**config.mk**
```make
export PLATFORM = sky130hd
export DESIGN_NAME = rr_split_arbiter
export DESIGN_NICKNAME = d
export VERILOG_FILES = /design/src/rtl/rr_arb_pkg.sv /design/src/rtl/rr_arb_rst_sync.sv /design/src/rtl/rr_arb_picker.sv /design/src/rtl/rr_arb_split_mask.sv /design/src/rtl/rr_split_arbiter.sv
export SDC_FILE = /design/constraint.sdc
export NUM_CORES = 1
export LEC_CHECK = 0
export BUFFER_PORTS_ARGS = -buffer_cell sky130_fd_sc_hd__buf_2
export CORE_UTILIZATION = 45
export CTS_BUF_LIST = sky130_fd_sc_hd__clkbuf_8
export CTS_CLUSTER_DIAMETER = 40
export DETAILED_ROUTE_END_ITERATION = 12
export PLACE_DENSITY = 0.73
export SYNTH_ARGS = -nofsm -noshare
export SYNTH_HDL_FRONTEND = slang
export SYNTH_SLANG_ARGS = --single-unit
```
**constraint.sdc**
```tcl
create_clock -name clk -period 0.8 [get_ports clk]
set_input_delay 0 -clock clk [delete_from_list [all_inputs] [get_ports clk]]
set_output_delay 0 -clock clk [all_outputs]
set_load 0.02 [all_outputs]
```
**src/rtl/rr_arb_pkg.sv**
```systemverilog
package rr_arb_pkg;

  // Event strobes toward a performance counter block
  typedef struct packed {
    logic grant_chg;
    logic split_start;
    logic split_done;
  } arb_events_t;

  function automatic int idx_width(input int n);
    return (n > 1) ? $clog2(n) : 1;
  endfunction

endpackage

```
**src/rtl/rr_arb_rst_sync.sv**
```systemverilog
module rr_arb_rst_sync (
  input  logic clk,
  input  logic rst_n,
  output logic rst_sync_n
);

  logic stage1_q;
  logic stage2_q;

  always_ff @(posedge clk or negedge rst_n) begin
    if (!rst_n) begin
      stage1_q <= 1'b0;
      stage2_q <= 1'b0;
    end else begin
      stage1_q <= 1'b1;
      stage2_q <= stage1_q;
    end
  end

  assign rst_sync_n = stage2_q;

endmodule

```
**src/rtl/rr_arb_picker.sv**
```systemverilog
// Rotating-priority search: first set bit of elig at or above base, wrapping.
module rr_arb_picker #(
  parameter int N  = 4,
  parameter int IW = 2
) (
  input  logic [N-1:0]  elig,
  input  logic [IW-1:0] base,
  output logic          found,
  output logic [IW-1:0] win
);

  always_comb begin
    int idx;
    found = 1'b0;
    win   = '0;
    for (int k = 0; k < N; k++) begin
      idx = int'(base) + k;
      if (idx >= N) idx = idx - N;
      if (!found && elig[idx]) begin
        found = 1'b1;
        win   = idx[IW-1:0];
      end
    end
  end

endmodule

```
**src/rtl/rr_arb_split_mask.sv**
```systemverilog
// Per-master split mask; completion overrides a same-cycle set.
module rr_arb_split_mask #(
  parameter int N  = 4,
  parameter int IW = 2
) (
  input  logic          clk,
  input  logic          rst_n,
  input  logic          set_en,
  input  logic [IW-1:0] set_idx,
  input  logic [N-1:0]  done,
  output logic [N-1:0]  mask_q,
  output logic [N-1:0]  mask_d,
  output logic          released
);

  logic [N-1:0] set_vec;
  logic [N-1:0] pending;

  always_comb begin
    set_vec = '0;
    if (set_en) set_vec[set_idx] = 1'b1;
    pending  = mask_q | set_vec;
    mask_d   = pending & ~done;
    released = |(pending & done);
  end

  always_ff @(posedge clk or negedge rst_n) begin
    if (!rst_n) mask_q <= '0;
    else        mask_q <= mask_d;
  end

endmodule

```
**src/rtl/rr_split_arbiter.sv**
```systemverilog
module rr_split_arbiter #(
  parameter int N_MASTERS      = 4,
  parameter int DEFAULT_MASTER = 0,
  localparam int IDX_W         = rr_arb_pkg::idx_width(N_MASTERS)
) (
  input  logic                 clk,
  input  logic                 rst_n,
  input  logic [N_MASTERS-1:0] req,
  input  logic                 ready,
  input  logic                 split_resp,
  input  logic [N_MASTERS-1:0] split_done,
  output logic [N_MASTERS-1:0] grant,
  output logic [IDX_W-1:0]     owner,
  output logic                 ev_grant_change,
  output logic                 ev_split_start,
  output logic                 ev_split_done
);
  import rr_arb_pkg::*;

  localparam logic [IDX_W-1:0] DEF_IDX  = IDX_W'(DEFAULT_MASTER);
  localparam logic [IDX_W-1:0] LAST_IDX = IDX_W'(N_MASTERS - 1);

  logic                 rst_sync_n;
  logic [IDX_W-1:0]     owner_q, owner_d;
  logic [IDX_W-1:0]     ptr_q, ptr_d;
  logic [N_MASTERS-1:0] split_mask, mask_next;
  logic [N_MASTERS-1:0] eligible;
  logic                 split_fire;
  logic                 split_released;
  logic                 pick_found;
  logic [IDX_W-1:0]     pick_win;
  arb_events_t          ev_d, ev_q;

  rr_arb_rst_sync u_rst (
    .clk        (clk),
    .rst_n      (rst_n),
    .rst_sync_n (rst_sync_n)
  );

  assign split_fire = ready & split_resp;

  rr_arb_split_mask #(.N(N_MASTERS), .IW(IDX_W)) u_mask (
    .clk      (clk),
    .rst_n    (rst_sync_n),
    .set_en   (split_fire),
    .set_idx  (owner_q),
    .done     (split_done),
    .mask_q   (split_mask),
    .mask_d   (mask_next),
    .released (split_released)
  );

  assign eligible = req & ~mask_next;

  rr_arb_picker #(.N(N_MASTERS), .IW(IDX_W)) u_pick (
    .elig  (eligible),
    .base  (ptr_q),
    .found (pick_found),
    .win   (pick_win)
  );

  // Next-state logic
  always_comb begin
    owner_d = owner_q;
    ptr_d   = ptr_q;
    if (ready) begin
      if (pick_found) begin
        owner_d = pick_win;
        ptr_d   = (pick_win == LAST_IDX) ? '0 : pick_win + 1'b1;
      end else begin
        owner_d = DEF_IDX;
      end
    end
    ev_d.grant_chg   = ready && (owner_d != owner_q);
    ev_d.split_start = split_fire;
    ev_d.split_done  = split_released;
  end

  // State registers
  always_ff @(posedge clk or negedge rst_sync_n) begin
    if (!rst_sync_n) begin
      owner_q <= DEF_IDX;
      ptr_q   <= '0;
      ev_q    <= '0;
    end else begin
      if (ready) begin
        owner_q <= owner_d;
        ptr_q   <= ptr_d;
      end
      ev_q <= ev_d;
    end
  end

  for (genvar g = 0; g < N_MASTERS; g++) begin : g_grant
    assign grant[g] = (owner_q == IDX_W'(g));
  end

  assign owner           = owner_q;
  assign ev_grant_change = ev_q.grant_chg;
  assign ev_split_start  = ev_q.split_start;
  assign ev_split_done   = ev_q.split_done;

endmodule

```
; ---- After elaboration in Yosys (flattened, before gate mapping)
; Index checks and enable logic that the tools add are counted.
; W data, S select, Z words.
[word_totals]
reg_bits = 13
input_bits = 12
elab_cells = 79
[op_classes]
addsub = 8
magnitude_cmp = 10
n_eq_ne = 5
mux = 30
bitwise = 7
n_reduce_logical = 11
[op_table]
columns = op, count
row1 = $lt A32 B4 Y1 const B, 4
row2 = $mux W32, 4
row3 = $ge A32 B4 Y1 const B, 3
row4 = $sub A32 B4 Y32 const B, 3
row5 = $mux W2, 7
row6 = $mux W1, 13
row7 = $and A4 B4 Y4, 3
row8 = $bmux W1 S2, 4
row9 = $not A4 Y4, 2
row10 = $add A2 B2 Y3 const B, 2
row11 = $eq A2 B2 Y1 const B, 3
row12 = $logic_and A1 B1 Y1, 5
row13 = $mux W4, 1
row14 = $or A4 B4 Y4, 1
row15 = $reduce_or A4 Y1, 1
row16 = $sub A2 B3 Y4 const B, 1
row17 = $add A2 B1 Y3 const B, 1
row18 = $ge A2 B3 Y1 const B, 1
row19 = $logic_not A1 Y1, 3
row20 = $lt A2 B3 Y1 const B, 1
row21 = $add A2 B1 Y2 const B, 1
row22 = $demux W1 S2, 1
row23 = $eq A2 B1 Y1 const B, 1
row24 = $ge A2 B1 Y1 const B, 1
row25 = 4 further kinds, 4

; ---- Longest topological paths before layout
[depth]
depth_word = 26
ltp_mapped = 6
ltp_nobuf = 5

; ---- Hierarchy
; From an unflattened synthesis, not the netlist that was laid out.
[hier_totals]
cells_unflattened = 72
hier_area_um2 = 665.6
[by_module_without_submodules]
columns = mod, n_inst, cells_each, area_each_um2, seq_area_each_um2
row1 = rr_split_arbiter, 1, 33, 336.6, 175.2
row2 = rr_arb_split_mask, 1, 21, 197.7, 100.1
row3 = rr_arb_picker, 1, 15, 77.6, 0.0
row4 = rr_arb_rst_sync, 1, 3, 53.8, 50.0

; ---- Least setup slack after synthesis
; OpenSTA, ideal clock, no wires.
[synth_path]
path_type = reg-to-reg
start = register owner_q[1] (netlist: owner[1])
end = register ev_q (netlist bit ev_grant_change)
arrival_ps = 1846
required_time_ps = 671
slack_ps = -1176
path_stages_with_launch = 7
path_buffers = 1
period_less_slack_ps = 1976
path_cell_list = dfrtp_1 > buf_2 > a41oi_2 > o21a_4 > o211a_1 > and3_1 > o41a_1
[synth_lines]
columns = item, line
row1 = "start, declared", rr_split_arbiter.sv:24  ; logic [IDX_W-1:0] owner_q, owner_d;
row2 = "start signal, assigned", rr_split_arbiter.sv:87  ; owner_q <= owner_d;
row3 = "end signal, assigned", rr_split_arbiter.sv:90  ; ev_q <= ev_d;
row4 = "end, declared", rr_split_arbiter.sv:32  ; arb_events_t ev_d, ev_q;

==> flow_metrics.py <==
metrics = {
    "critical_path": {
        "cp_cell_sequence": "nand4bb_4 -> o2111ai_1 -> o211a_1 -> a21oi_1 -> o41a_1",
        "cpLargestDelayFamily": "compound AO/OA/AOI/OAI gates",
        "crit_path_dat_ps": 2070,
        "cp_max_fanout": 5,
        "cpMaxStageDelayCell": "sky130_fd_sc_hd__dfrtp_2",
        "worstSetupStartpointType": "flip-flop",
        "worstSetupPathDepth": 5,
        "r2r.worst_path.cells": 5,
        "critical_path_buf_inv_count": 0,
        "cp_slowest_stage_delay_ps": 450,
        "timing.critical_path.required_ps": 930,
        "r2r_end": "ev_grant_change",
        "reg2reg_setup_slack_ps": -1140,
        "critical_path_end_type": "flip-flop",
        "setup.worst_path.class": "flip-flop to flip-flop",
        "critical_path.startpoint": "owner[0]",
        "worst_r2r_startpoint": "owner[0]",
        "crit_path_end": "ev_grant_change",
    },
    "routing": {
        "drt_first_iter_violations": 33,
        "detail_route.first_pass.iterations": 4,
        "detail-route-antenna-nets": 0,
        "routedWlPerCell_um": 18.0,
        "detail_route.drc_violations": 0,
        "viasPerCell": 6.08,
        "vias": 912,
        "drt_wl_total_mm": 2.69,
    },
    "timing": {
        "worst_slack_ps": -1140,
        "min_period_over_period": 2.43,
        "max_freq_mhz": 515,
        "setup_viol_count_final": 16,
        "hold_violations": 0,
        "rsz_0062_raised_after_global_routing": "true",
        "timing_max_transition_violations_final": 0,
        "min_period_ps": 1940,
        "worst_clock_skew_ps": 2.97,
    },
    "synthesis": {
        "ys_async_rst_share": 1.00,
        "ys.warnings.count": 0,
        "synthTopCellsByArea": "sky130_fd_sc_hd__dfrtp_1 (41%), sky130_fd_sc_hd__o211a_1 (5.0%), sky130_fd_sc_hd__nor2_1 (4.7%), sky130_fd_sc_hd__o2111ai_1 (4.4%), sky130_fd_sc_hd__o21ai_0 (3.8%)",
        "syn_inst": 82,
        "synth_edf_count": 0,
        "synthesis.area_per_instance_sq_um": 9.67,
        "post-synth-top-area-cell": "sky130_fd_sc_hd__dfrtp_1",
        "synth_top_cell_area_share": 0.410,
        "synth.yosys.seq_area_share": 0.410,
        "ys_dominant_reg_cell": "sky130_fd_sc_hd__dfrtp_1",
        "ys_seq_elements": 13,
        "synth.cell_area_sq_um": 793,
        "netlist-cell-type-count": 35,
        "synth.net_count": 94,
    },
    "place": {
        "gp_routability_congestion": 0.840,
        "dp.final_hpwl_mm": 1.62,
        "place.detailed.instances": 135,
        "placement.setup.worst_slack_ps": -1090,
        "buffer_ports.inserted": 20,
    },
    "power_and_ir_drop": {
        "vdd_drop_max_mv": 2.34,
        "power.density_mw_per_mm2": 2640,
        "power.static_leakage_nw": 0.637,
    },
    "floorplan": {
        "core_region_area_sq_mm": 0.00158,
        "pin_count": 21,
        "die_area_sq_mm": 0.00193,
        "starting_density": 0.503,
        "rows": 14,
        "dieHeight_um": 44.0,
        "die_width_um": 44.0,
    },
    "cells_and_area": {
        "antenna_cells_inserted": 0,
        "finalNetCount": 147,
        "final_layout_size_suffix_gt1_frac": 0.575,
        "finalNonFillerCells": 150,
        "signed_area_change_from_the_synthesized_netlist_to_the_final_layout_pct": 69.7,
    },
    "grt": {
        "grt_antenna_before_repair": 0,
        "globalRouteOverflowTotal": 0,
        "first_global_vias": 941,
        "grt_usage": 0.295,
        "grt_max_degree": 12,
        "grt_first_pass_wirelength_mm": 4.03,
    },
    "clocking": {
        "cts.root.buffer_cell": "sky130_fd_sc_hd__clkbuf_8",
        "numCtsBuffers": 3,
        "clock_tree_from_tritoncts": "built",
        "htree_num_levels": 1,
        "cts-root-to-sink-buffers": 2,
        "cts_sinks": 13,
        "cts_clock_pin_slew_for_the_worst_setup_and_hold_paths_ps": 60,
        "clk-insertion-delay-late_ps": 250,
    },
    "run": {
        "drv.max_cap_violation_count": 0,
    },
    "outcome": {
        "run_status": "complete, but fails checks",
        "violations": "setup timing",
    },
    "worst_hold_path": {
        "holdCritPathClass": "input pin to flip-flop",
    },
}
cells by family after synthesis:
| kind of cell | count (synthesis) | share of synthesized area |
|---|---|---|
| other | 1 | 0.00473 |
| muxes | 1 | 0.0126 |
| and+or+nand+nor | 29 | 0.224 |
| buffers and inverters | 9 | 0.0489 |
| AOI/OAI and AO/OA | 29 | 0.300 |
| DFF | 13 | 0.410 |
cell usage after synthesis (all sizes together) (2+ instances only):
| cell type | count |
|---|---|
| a21oi | 3 |
| buf | 2 |
| dfrtp | 13 |
| inv | 6 |
| nand2 | 2 |
| nand2b | 3 |
| nand3 | 3 |
| nand4 | 2 |
| nand4b | 2 |
| nor2 | 10 |
| nor3 | 2 |
| o2111ai | 4 |
| o211a | 4 |
| o211ai | 2 |
| o21ai | 6 |
final cells by class:
class	count	area [sq um]
clock buffers	3	41.3
clock inverters	1	5.00
fillers	88	230
inverters	6	27.5
multi-input cells	60	551
flip-flops and latches	13	328
well taps	16	20.0
repair buffers	51	374
stage by stage:
| step | setup TNS (ps) | power, mW | utilization | cell area, sq um | hold slack [ps] |
|---|---|---|---|---|---|
| 6_report | -8810 | 3.55 | 0.854 | 1350 | 39.9 |
| 5_1_grt | -9590 | 3.71 | 0.854 | 1350 | 44.0 |
| 4_1_cts | -8150 | 3.33 | 0.818 | 1290 | 27.1 |
| 3_5_place_dp | -6550 | 2.39 | 0.682 | 1070 | -214 |
| 3_3_place_gp | -6250 | 2.35 | 0.682 | 1070 | -216 |
| 2_1_floorplan | -6090 | 1.83 | - | 827 | -296 |
sequential cells by signal, indices dropped and copies added, names as in the netlist:
name	flops
ptr_q	2
owner	2
u_rst.stage1_q	1
ev_grant_change	1
u_rst.rst_sync_n	1
ev_split_start	1
ev_split_done	1
u_mask.mask_q	4
layout by cell type (no fill, tap or decap), drive strengths merged, types with 2 or more instances in the layout:
cell type    count
o211a            4
nor3             2
clkbuf           3
o21ai            6
nand3            3
o211ai           2
dlygate4sd3      3
inv              6
buf             48
o2111ai          4
nand4b           2
dfrtp           13
nor2            10
a21oi            3
nand4            2
nand2b           3
nand2            2
per-layer routing:
layer | vias to the layer above | wire, um | track usage
li1 | 420 | - | -
met1 | 440 | 1030 | 0.312
met2 | 37 | 1410 | 0.499
met3 | 15 | 145 | 0.0917
met4 | 0 | 106 | 0.200
met5 | - | 0 | 0
what timing repair did:
action	4_1_cts	5_1_grt
pin swaps	12	6
endpoints found under the hold margin	4	0
buffers inserted	5	3
endpoints found under the setup margin	16	16
hold buffers	3	0
resized for setup	26	9
power breakdown:
group	switching (mW)	total (mW)	internal, mW
clock network	0.268	0.613	0.345
logic	1.00	1.97	0.972
registers	0.165	0.965	0.800
total	1.43	3.55	2.12
worst register-to-register path: cells and delay by family (launching register included):
family | cells | cell delay [ps]
flops | 1 | 450
simple gates | 1 | 260
compound gates | 4 | 1110
how the worst min path moves through the flow:
stage / startpoint / endpoint / slack (ps) / depth (start not counted)
floorplan: rst_n / u_rst.rst_sync_n / -300 / 0
global placement: rst_n / u_rst.rst_sync_n / -220 / 1
detailed placement: rst_n / u_rst.stage1_q / -210 / 1
CTS: split_done[1] / u_mask.mask_q[1] / 30 / 3
global route: split_done[1] / u_mask.mask_q[1] / 40 / 3
finish: split_done[1] / u_mask.mask_q[1] / 40 / 3
No activity file was read; power rests on OpenSTA's default activity.
